[src/rtl/ddc_byte_fifo.sv]
module ddc_byte_fifo #(
  parameter int DEPTH = 16,
  parameter int LW    = $clog2(DEPTH + 1)
) (
  input  logic          clk,
  input  logic          rst_n,
  input  logic          rx_mode,
  input  logic [LW-1:0] rx_level,
  input  logic [LW-1:0] tx_level,
  input  logic          flush,
  output logic          flush_busy,
  input  logic          cpu_wr,
  input  logic [7:0]    cpu_wdata,
  input  logic          cpu_rd,
  input  logic          eng_push,
  input  logic [7:0]    eng_wdata,
  input  logic          eng_pop,
  output logic [7:0]    head_byte,
  output logic [LW-1:0] fill_level,
  input  logic          xfer_done,
  input  logic [4:0]    status_w1c,
  output logic [4:0]    status
);
  localparam int AW = (DEPTH > 1) ? $clog2(DEPTH) : 1;
  localparam logic [LW-1:0] FULL = LW'(DEPTH);
  localparam logic [AW-1:0] LAST = AW'(DEPTH - 1);

  logic [7:0]    mem [DEPTH];
  logic [AW-1:0] wp, rp;

  wire full  = fill_level == FULL;
  wire empty = fill_level == '0;

  wire want_push = rx_mode ? eng_push : cpu_wr;
  wire want_pop  = rx_mode ? cpu_rd   : eng_pop;
  wire do_push   = !flush_busy && want_push && !full;
  wire do_pop    = !flush_busy && want_pop && !empty;
  wire [7:0] push_byte = rx_mode ? eng_wdata : cpu_wdata;

  wire ev_ovf = !flush_busy && !rx_mode && cpu_wr && full;
  wire ev_udf = !flush_busy && rx_mode && cpu_rd && empty;
  wire ev_ill = (rx_mode && cpu_wr) || (!rx_mode && cpu_rd);
  wire req_hit = rx_mode ? (fill_level > rx_level) : (fill_level < tx_level);
  wire [4:1] ev = {ev_ovf, ev_udf, ev_ill, xfer_done};

  assign head_byte = mem[rp];

  always_ff @(posedge clk)
    if (do_push) mem[wp] <= push_byte;

  always_ff @(posedge clk) begin
    if (!rst_n) begin
      wp <= '0;
      rp <= '0;
      fill_level <= '0;
      flush_busy <= 1'b0;
    end else if (flush_busy) begin
      wp <= '0;
      rp <= '0;
      fill_level <= '0;
      flush_busy <= 1'b0;
    end else begin
      flush_busy <= flush;
      if (do_push) wp <= (wp == LAST) ? '0 : wp + 1'b1;
      if (do_pop)  rp <= (rp == LAST) ? '0 : rp + 1'b1;
      fill_level <= fill_level + LW'(do_push) - LW'(do_pop);
    end
  end

  always_ff @(posedge clk) begin
    if (!rst_n) status <= '0;
    else begin
      status[0]   <= status_w1c[0] ? 1'b0 : (status[0] | req_hit);
      status[4:1] <= (status[4:1] & ~status_w1c[4:1]) | ev;
    end
  end
endmodule

[config.mk]
export PLATFORM = sky130hd
export DESIGN_NAME = ddc_byte_fifo
export DESIGN_NICKNAME = d
export VERILOG_FILES = /design/src/rtl/ddc_byte_fifo.sv
export SDC_FILE = /design/constraint.sdc
export NUM_CORES = 1
export LEC_CHECK = 0
export BUFFER_PORTS_ARGS = -buffer_cell sky130_fd_sc_hd__buf_2
export CAP_MARGIN = 20
export CORE_ASPECT_RATIO = 1.4
export CORE_MARGIN = 2
export CORE_UTILIZATION = 59
export CTS_CLUSTER_SIZE = 28
export DETAILED_ROUTE_END_ITERATION = 16
export PLACE_DENSITY = 0.79
export SYNTH_ARGS = -nofsm -noshare
export SYNTH_HDL_FRONTEND = slang
export SYNTH_SLANG_ARGS = --single-unit
[constraint.sdc]
create_clock -name clk -period 3.45 [get_ports clk]
set_clock_uncertainty 0.15 [all_clocks]
set_input_delay 0.345 -clock clk [delete_from_list [all_inputs] [get_ports clk]]
set_output_delay 0.345 -clock clk [all_outputs]
set_load 0.01 [all_outputs]
==> results of run 1 <==
## critical path, cell delays in order, from the launching register on
cell and delay, ns:
dfxtp_1 0.35, inv_1 0.10, ha_1 0.19, or4b_1 0.51, o21ai_2 0.17, or2_1 0.22
nand2_1 0.08, ha_1 0.21, fa_1 0.40, a21oi_1 0.18, nor2_1 0.08, or3_1 0.35
a21oi_1 0.14
## cells in the final DEF, fill, tap and decap left out, drive strengths merged, types with 11 or more instances in the layout
cell,n
a21oi,11
edfxtp,128
nor2,14
clkbuf,18
mux4,40
inv,20
ha,19
dfxtp,23
buf,64
and3,15
## layout make-up
cell class,count,area share
timing repair buffer,65,0.0463
clock buffer,18,0.0576
clock inverter,13,0.0180
sequential,151,0.578
tap,141,0.0237
inverter,20,0.0101
multi-input combinational,169,0.267
## cell families after synthesis
group,count (synthesis),share of synthesized area
AOI/OAI and AO/OA,33,0.0342
xor gates and xnor gates,5,0.00677
adders and majority gates,20,0.0398
buffers and inverters,34,0.0273
DFF,151,0.665
muxes,52,0.173
and+or+nand+nor,59,0.0534
## state kept, by name, summed over array words and instances, names as in the netlist, named ones only
register	count
status	5
flush_busy	1
rp	4
mem	128
fill_level	5
wp	4
## layer usage
metal	GRT usage	vias to the layer above	wire, µm
met5	0	-	0
met3	0.0500	26	518
met4	0.107	0	341
met1	0.260	1709	4720
met2	0.411	101	6830
li1	-	1564	-
## synth_stat cells, types with 2 or more instances
library cell	instances
ha_1	19
a21boi_0	3
dfxtp_1	23
nor3_1	2
inv_1	20
buf_2	2
and3_1	15
o21ai_0	3
nor2b_1	7
a31oi_1	2
nor3b_1	2
mux2i_1	4
mux4_1	24
buf_1	4
a21oi_1	11
o211ai_1	2
edfxtp_1	128
mux2_2	8
clkbuf_1	4
nand2_1	4
and2_1	2
buf_8	2
mux4_2	16
xor2_1	3
nand2b_1	4
xnor2_1	2
nor2_1	14
## through the flow
step | hold slack (ns) | std cells | power [W] | setup slack, ns | area, µm²
finish | 0.0259 | 577 | 0.00455 | 0.236 | 7450
floorplan | 0.307 | 354 | 0.00267 | 0.520 | 6470
global route | 0.0304 | 577 | 0.00474 | 0.0502 | 7450
global placement | 0.312 | 545 | 0.00283 | 0.382 | 6880
CTS | 0.00512 | 577 | 0.00459 | 0.254 | 7450
detailed placement | 0.316 | 545 | 0.00286 | 0.261 | 6880
## where the power goes
part	leakage, nW	internal (W)	switching (W)	total, W
Combinational	1.11	0.000351	0.000363	0.000714
Clock	0.271	0.00105	0.000681	0.00173
Sequential	1.34	0.00205	0.0000509	0.00210
## how the worst max path moves through the flow
stage	from	end	slack, ns	depth (start not counted)
2_1_floorplan	fill_level[3]	fill_level[4]	0.52	12
3_3_place_gp	fill_level[3]	fill_level[4]	0.38	12
3_5_place_dp	fill_level[2]	fill_level[4]	0.26	12
4_1_cts	fill_level[3]	fill_level[4]	0.25	12
5_1_grt	fill_level[2]	fill_level[4]	0.05	12
6_report	fill_level[3]	fill_level[4]	0.24	12
## timing repair
action | 4_1_cts | 5_1_grt
setup endpoints to repair | 0 | 0
gates resized for setup | 0 | 0
hold endpoints to repair | 1 | 0
hold buffers | 1 | 0
==> reports/qor.txt, run 1 <==
status: completed
clock root buffer: clkbuf_16
initial core utilization: 0.602
Routed WL: 12,400 µm
Unique masters post-synth: 51
clock-pin slew on the worst setup and hold paths: 0.05 ns
DR WL/cell: 21.5 µm
Synth top area share: 0.594
largest area contributor in the netlist: edfxtp_1
post-CTS setup buffer count: 0
Fin. Hold Viols: 0
sequential cell area: 0.00431 mm²
nets: 484
worst rel slew slack: 0.552
CTS H-Tree Depth: 4
# clock sinks: 151
Final Util: 0.693
first-pass GRT wire length: 19,100 µm
layout cells sized above 1: 0.280
Detailed Place HPWL: 8180 µm
Reg2Reg Launch Point: fill_level[3]
Worst-Margin Slew: 0.670 ns
routability congestion estimate: 0.801
area of the multi-input gates: 0.00199 mm²
RSZ-0062 raised after global routing: no
Leak: 2.72 nW
Area growth syn-to-layout: 15.2%
top cells by area, synth: edfxtp_1 59%, mux4_1 9.7%, dfxtp_1 7.1%
Yosys reg bits: 151
number of global-route vias before repair: 3,541
max-slew violations: 0
register area share after synthesis: 0.665
CTS tree: yes
largest net degree at the start of global routing: 33
clk_lat worst skew: 0.41 ns
Critical Path RT: 3.63 ns
via/cell ratio: 5.89
clock buffer depth: 2
Syn Area/Cell: 18.3 µm²
die width: 92.5 µm
gr ovfl total: 0
Boundary Pins: 59
Post-synth top flop: edfxtp_1
critical path peak fanout: 7
Initial DRT Pass Iterations: 4
R2R Setup Slk: 0.24 ns
TNS Setup: 0 ns
filler cell count: 676
number of synthesized flops with an enable pin: 128
DR vias: 3,400
PwrDens: 610 mW/mm²
endpoints failing setup: 0
Iteration-0 DRC Markers: 233
R2R Path End: fill_level[4]
die height: 128 µm
antenna violations before repair: 0
period utilisation layout: 0.932
number of max-cap violations: 0
synth warn: 0
cells after synthesis: 354
Min-Delay Path Depth: 3
CP Launch Type: flip-flop
Async SR Flop Fraction: 0
Final min period: 3.21 ns
Setup CP Type: flip-flop to flip-flop
Arrival @ worst endpoint: 3.40 ns
Core ar.: 0.0108 mm²
CP endpoint kind: flip-flop
Post-Synthesis Net Count: 414
Post-DRT Antenna Nets: 0
reg2reg path depth: 12
total track usage: 0.229
hold_sp: status_w1c[0]
Max Fclk: 311 MHz
Peak supply drop: 0.438 mV
die area: 0.0118 mm²
Worst Hold Class: primary input to flip-flop
CTS Buf Count: 17
drc violations: 0
WHS Endpoint: status[0]
number of port buffers: 58
post-synthesis cell area: 0.00647 mm²
# rows: 45
antenna cells: 0
(Power assumes the default switching activity.)
==> inputs of run 2 (changes only) <==
- MAX_ROUTING_LAYER: unset -> met4
==> run 2 against run 1 <==
Critical path depth is the same. Sequential share of layout area is the same. Die area is the same. Routed wire length is essentially flat. Clock power is essentially flat.
==> reports/qor.txt, run 2 (synthesized netlist as in run 1, its figures left out) <==
Detailed Place HPWL: 8180 µm (unchanged)
number of port buffers: 58 (unchanged)
Leak: 2.72 nW (unchanged)
total track usage: 0.237 (+0.00760)
DR vias: 3,398 (-0.059%)
max reg flops: 128 (unchanged)
# rows: 45 (unchanged)
max-slew violations: 0 (unchanged)
Top reg by flops: mem
CP endpoint kind: flip-flop
die width: 92.5 µm (unchanged)
CTS Buf Count: 17 (unchanged)
RSZ-0062 raised after global routing: no
Initial DRT Pass Iterations: 4 (unchanged)
Worst-Margin Slew: 0.683 ns (+0.0122 ns)
die area: 0.0118 mm² (unchanged)
Final min period: 3.21 ns (-0.00198 ns)
number of global-route vias before repair: 3,527 (-0.40%)
drc violations: 0 (unchanged)
Iteration-0 DRC Markers: 204 (-12%)
die height: 128 µm (unchanged)
CP Launch Type: flip-flop
Total Power: 0.00455 W (about the same)
Arrival @ worst endpoint: 3.39 ns (about the same)
endpoints failing setup: 0 (unchanged)
initial core utilization: 0.602 (unchanged)
Routed WL: 12,400 µm (about the same)
Peak supply drop: 0.438 mV (about the same)
status: completed
DR WL/cell: 21.5 µm (about the same)
first-pass GRT wire length: 19,100 µm (+0.18%)
clock-pin slew on the worst setup and hold paths: 0.06 ns (about the same)
number of max-cap violations: 0 (unchanged)
Core ar.: 0.0108 mm² (unchanged)
CTS resizes: 0 (unchanged)
Worst Hold Class: primary input to flip-flop
commonest cells after routing, fill and taps aside: 128 x edfxtp_1, 58 x buf_2, 24 x mux4_1
Boundary Pins: 59 (unchanged)
antenna cells: 0 (unchanged)
Area growth syn-to-layout: 15.2% (unchanged)
Setup CP Type: flip-flop to flip-flop
# clock sinks: 151 (unchanged)
PwrDens: 610 mW/mm² (about the same)
Post-DRT Antenna Nets: 0 (unchanged)
commonest non-fill, non-tap cell in the layout: edfxtp_1
nets: 484 (unchanged)
hold_sp: flush
Min Hold Slack: 0.0245 ns (-0.00142 ns)
clock root buffer: clkbuf_16
layout cells sized above 1: 0.280 (unchanged)
Reg2Reg Launch Point: fill_level[2]
CTS H-Tree Depth: 4 (unchanged)
largest net degree at the start of global routing: 33 (unchanged)
worst rel slew slack: 0.544 (-0.00816)
Critical Path RT: 3.63 ns (about the same)
clock buffer depth: 2 (unchanged)
via/cell ratio: 5.89 (about the same)
Fin. Hold Viols: 0 (unchanged)
clk_lat worst skew: 0.42 ns (about the same)
gr ovfl total: 0 (unchanged)
CTS tree: yes
antenna violations before repair: 0 (unchanged)
period utilisation layout: 0.931 (about the same)
routability congestion estimate: 0.812 (+1.4%)
biggest regs: mem (128), fill_level (5), status (5)
Crit. Startpoint: fill_level[2]
TNS Setup: 0 ns (unchanged)
Max Fclk: 311 MHz (about the same)
critical path peak fanout: 7 (unchanged)
## run 2: cell counts in the layout (fill, tap and decap cells not counted)
Identical to the previous run, type by type.
## run 2: area by class of cell
type | instances | area (µm²)
Fill cell | 676 | 3300
Timing Repair Buffer | 65 | 345
Clock buffer | 18 | 429
Tap cell | 141 | 176
Multi-Input combinational cell | 169 | 1990
Clock inverter | 13 | 134
Sequential cell | 151 | 4310
Inverter | 20 | 75.1
## run 2: timing repair
action | CTS | global route
hold buffers | 1 | 0
setup buffers | 0 | 0
endpoints found under the hold margin | 1 | 0
## run 2: worst max-delay path, cell delays in order, from the launching register on
cell and delay (ns):
dfxtp_1 0.35, inv_1 0.10, ha_1 0.19, or4b_1 0.51
o21ai_2 0.17, or2_1 0.22, nand2_1 0.08, ha_1 0.21
fa_1 0.40, a21oi_1 0.18, nor2_1 0.08, or3_1 0.35
a21oi_1 0.14
## run 2: where the power goes
part	leakage, nW	switching [W]	internal (W)	total, W
Sequential	1.34	0.0000506	0.00205	0.00210
Combinational	1.11	0.000363	0.000351	0.000715
Clock	0.271	0.000677	0.00105	0.00173
## run 2: through the flow
step	area (µm²)	util	instances	worst slack, ns
after global placement	6880	0.640	545	0.382
after CTS	7450	0.693	577	0.254
after global routing	7450	0.693	577	0.0502
after detailed placement	6880	0.640	545	0.261
after floorplan	6470	-	354	0.520
final	7450	0.693	577	0.238
## run 2: worst paths after layout
| path | end | slack, ns | cells past startpoint |
|---|---|---|---|
| setup reg to reg | fill_level[4] | 0.24 | 12 |
| hold reg to reg | status[3] | 0.34 | 2 |
| setup / recovery | fill_level[4] | 0.24 | 12 |
| hold / removal | flush_busy | 0.02 | 3 |
## run 2: routing by layer
layer  vias up  global-route usage  wire length (µm)
met5         -                   -                 0
met4         0               0.107               232
met3        19              0.0511               710
met2       118               0.411              6930
met1      1697               0.261              4530
li1       1564                   -                 -
==> inputs of run 3 (changes only) <==
- ABC_AREA: unset -> 1
==> run 3 against run 2 <==
Critical path depth decreased by 5. Utilization decreased by 0.14 points. Combinational power increased by 48%. Global-route usage increased by 4.2 points. Total power increased by 13%. Final area increased by 4.7%. Critical path type is now flip-flop to output port. Critical endpoint is now head_byte[6].
==> reports/qor.txt, run 3 <==
number of port buffers: 58 (unchanged)
top cells by area, synth: edfxtp_1 56%, dfxtp_1 6.7%, nand2_1 6.3%
Critical-path top delay cell: dfxtp_4
DR vias: 4,895 (+44%)
register area share after synthesis: 0.631 (-0.0345)
top-count cell post-synth: edfxtp_1
die area: 0.0125 mm² (+5.3%)
Arrival @ worst endpoint: 2.38 ns (-1.01 ns)
Post-Synthesis Net Count: 704 (+70%)
number of synthesized flops with an enable pin: 128 (unchanged)
via/cell ratio: 5.71 (-3.0%)
# rows: 46 (+2.2%)
CTS resizes: 0 (unchanged)
Top reg by flops: mem
CTS tree: yes
routability congestion estimate: 0.904 (+11%)
commonest non-fill, non-tap cell in the layout: edfxtp_1
Post-DRT Antenna Nets: 0 (unchanged)
clk_lat worst skew: 0.42 ns (about the same)
RSZ-0062 raised after global routing: no
Post-synth top flop: edfxtp_1
gr ovfl total: 0 (unchanged)
critical path peak fanout: 65 (+58)
Core ar.: 0.0113 mm² (+4.9%)
Worst Hold Class: primary input to flip-flop
die height: 131 µm (+2.6%)
Area growth syn-to-layout: 14.4%
PwrDens: 659 mW/mm² (+8.1%)
Leak: 3.16 nW (+16%)
clock root buffer: clkbuf_16
antenna violations before repair: 0 (unchanged)
max reg flops: 128 (unchanged)
CP endpoint kind: output port
DR WL/cell: 18.8 µm (-13%)
Critical Path, Cell by Cell: buf_12 -> a21oi_1 -> o21ai_0 -> nand3_1 -> nand3_1 -> nand2_1 -> buf_2
Yosys reg bits: 151 (unchanged)
cells after synthesis: 644 (+82%)
biggest regs: mem (128), fill_level (5), status (5)
largest area contributor in the netlist: edfxtp_1
initial core utilization: 0.605 (+0.00330)
Worst path max stage delay: 0.74 ns (+0.23 ns)
total track usage: 0.279 (+0.0422)
Final Util: 0.692 (-0.00142)
Initial DRT Pass Iterations: 8 (+4)
synth warn: 0 (unchanged)
CTS Hold Buffers Added: 3 (+2)
Commonest cells post-synth: 128 x edfxtp_1, 115 x nand2_1, 105 x inv_1
Synth top area share: 0.563 (-0.0308)
Max Fclk: 348 MHz (+12%)
period utilisation layout: 0.834 (-0.0973)
antenna cells: 0 (unchanged)
post-CTS setup buffer count: 0 (unchanged)
nets: 762 (+57%)
die width: 94.9 µm (+2.6%)
CP Launch Type: flip-flop
Unique masters post-synth: 30 (-41%)
Boundary Pins: 59 (unchanged)
max-slew violations: 0 (unchanged)
endpoints failing setup: 0 (unchanged)
commonest cells after routing, fill and taps aside: 128 x edfxtp_1, 115 x nand2_1, 105 x inv_1
number of max-cap violations: 0 (unchanged)
Syn Area/Cell: 10.6 µm² (-42%)
Setup CP Type: flip-flop to output port
Peak supply drop: 0.488 mV (+12%)
clock buffer depth: 2 (unchanged)
clock-pin slew on the worst setup and hold paths: 0.06 ns (about the same)
filler cell count: 829 (+23%)
Worst-Margin Slew: 0.863 ns (+0.180 ns)
Async SR Flop Fraction: 0 (unchanged)
CTS H-Tree Depth: 4 (unchanged)
Fin. Hold Viols: 0 (unchanged)
Routed WL: 16,100 µm (+30%)
worst rel slew slack: 0.423 (-0.121)
TNS Setup: 0 ns (unchanged)
Final min period: 2.88 ns (-0.336 ns)
# clock sinks: 151 (unchanged)
number of global-route vias before repair: 4,914 (+39%)
Iteration-0 DRC Markers: 438 (+110%)
crit-path most repeated cell: nand3_1
drc violations: 0 (unchanged)
Detailed Place HPWL: 10,500 µm (+28%)
status: completed
layout cells sized above 1: 0.153 (-0.127)
Critical Path RT: 2.95 ns (-0.68 ns)
CTS Buf Count: 17 (unchanged)
first-pass GRT wire length: 25,000 µm (+31%)
post-synthesis cell area: 0.00682 mm² (+5.5%)
largest net degree at the start of global routing: 66 (+100%)
==> run 3: cell count changes in the layout (fill, tap and decap cells not counted), sizes merged, moves of 22 or more <==
cell    before  now
a21oi       11   41
inv         20  109
mux4        40    0
nand2        4  119
nand3        0   62
nor2        14   36
o211ai       2   40
o21ai        5   30
==> run 3: per-layer routing <==
metal  vias up  track usage  routed length (µm)
met5         -            -                   0
met4         0        0.137                 634
met3        50       0.0510                 848
met2       237        0.476                8750
met1      2304        0.308                5850
li1       2304            -                   -
==> run 3: report_power, final <==
group	switching [W]	total [W]	internal [W]
Sequential	0.000141	0.00222	0.00208
Combinational	0.000675	0.00106	0.000388
Clock	0.000678	0.00187	0.00119
==> run 3: cells by family after synthesis <==
| logic type | count (synthesis) | share of synthesized area |
|---|---|---|
| AOI/OAI and AO/OA | 111 | 0.103 |
| buffers and inverters | 137 | 0.0847 |
| xor gates and xnor gates | 3 | 0.00385 |
| and+or+nand+nor | 222 | 0.140 |
| adders and majority gates | 20 | 0.0378 |
| DFF | 151 | 0.631 |
==> run 3: worst max-delay path: cells and delay by family (launching register included) <==
family	cells	cell delay [ns]
compound gates	2	0.35
buf+inv	2	0.46
flops	1	0.74
simple gates	3	0.42
==> run 3: through the flow <==
stage	power, W	setup WS [ns]	hold WS, ns	instances	area [µm²]
floorplan	0.00296	1.07	0.293	644	6820
CTS	0.00514	0.593	0.00403	857	7800
detailed placement	0.00329	0.719	0.332	824	7180
global route	0.00535	0.434	0.0197	857	7800
finish	0.00514	0.573	0.0128	857	7800
global placement	0.00324	0.846	0.313	824	7180
==> run 3: worst paths after layout <==
kind / cells after the start / endpoint / from / slack, ns
setup / recovery: 7 / head_byte[6] / flip-flop / 0.57
hold / removal: 4 / status[0] / status_w1c[0] / 0.01
setup reg to reg: 14 / fill_level[4] / fill_level[3] / 0.77
hold reg to reg: 2 / status[1] / status[1] / 0.34
==> run 3: final cells by class <==
type / instances / area, µm² / area share
Inverter: 111 / 420 / 0.0539
Clock buffer: 18 / 429 / 0.0550
Multi-Input combinational cell: 356 / 1940 / 0.249
Sequential cell: 151 / 4310 / 0.552
Timing Repair Buffer: 65 / 363 / 0.0465
Tap cell: 144 / 180 / 0.0231
Clock inverter: 12 / 160 / 0.0205
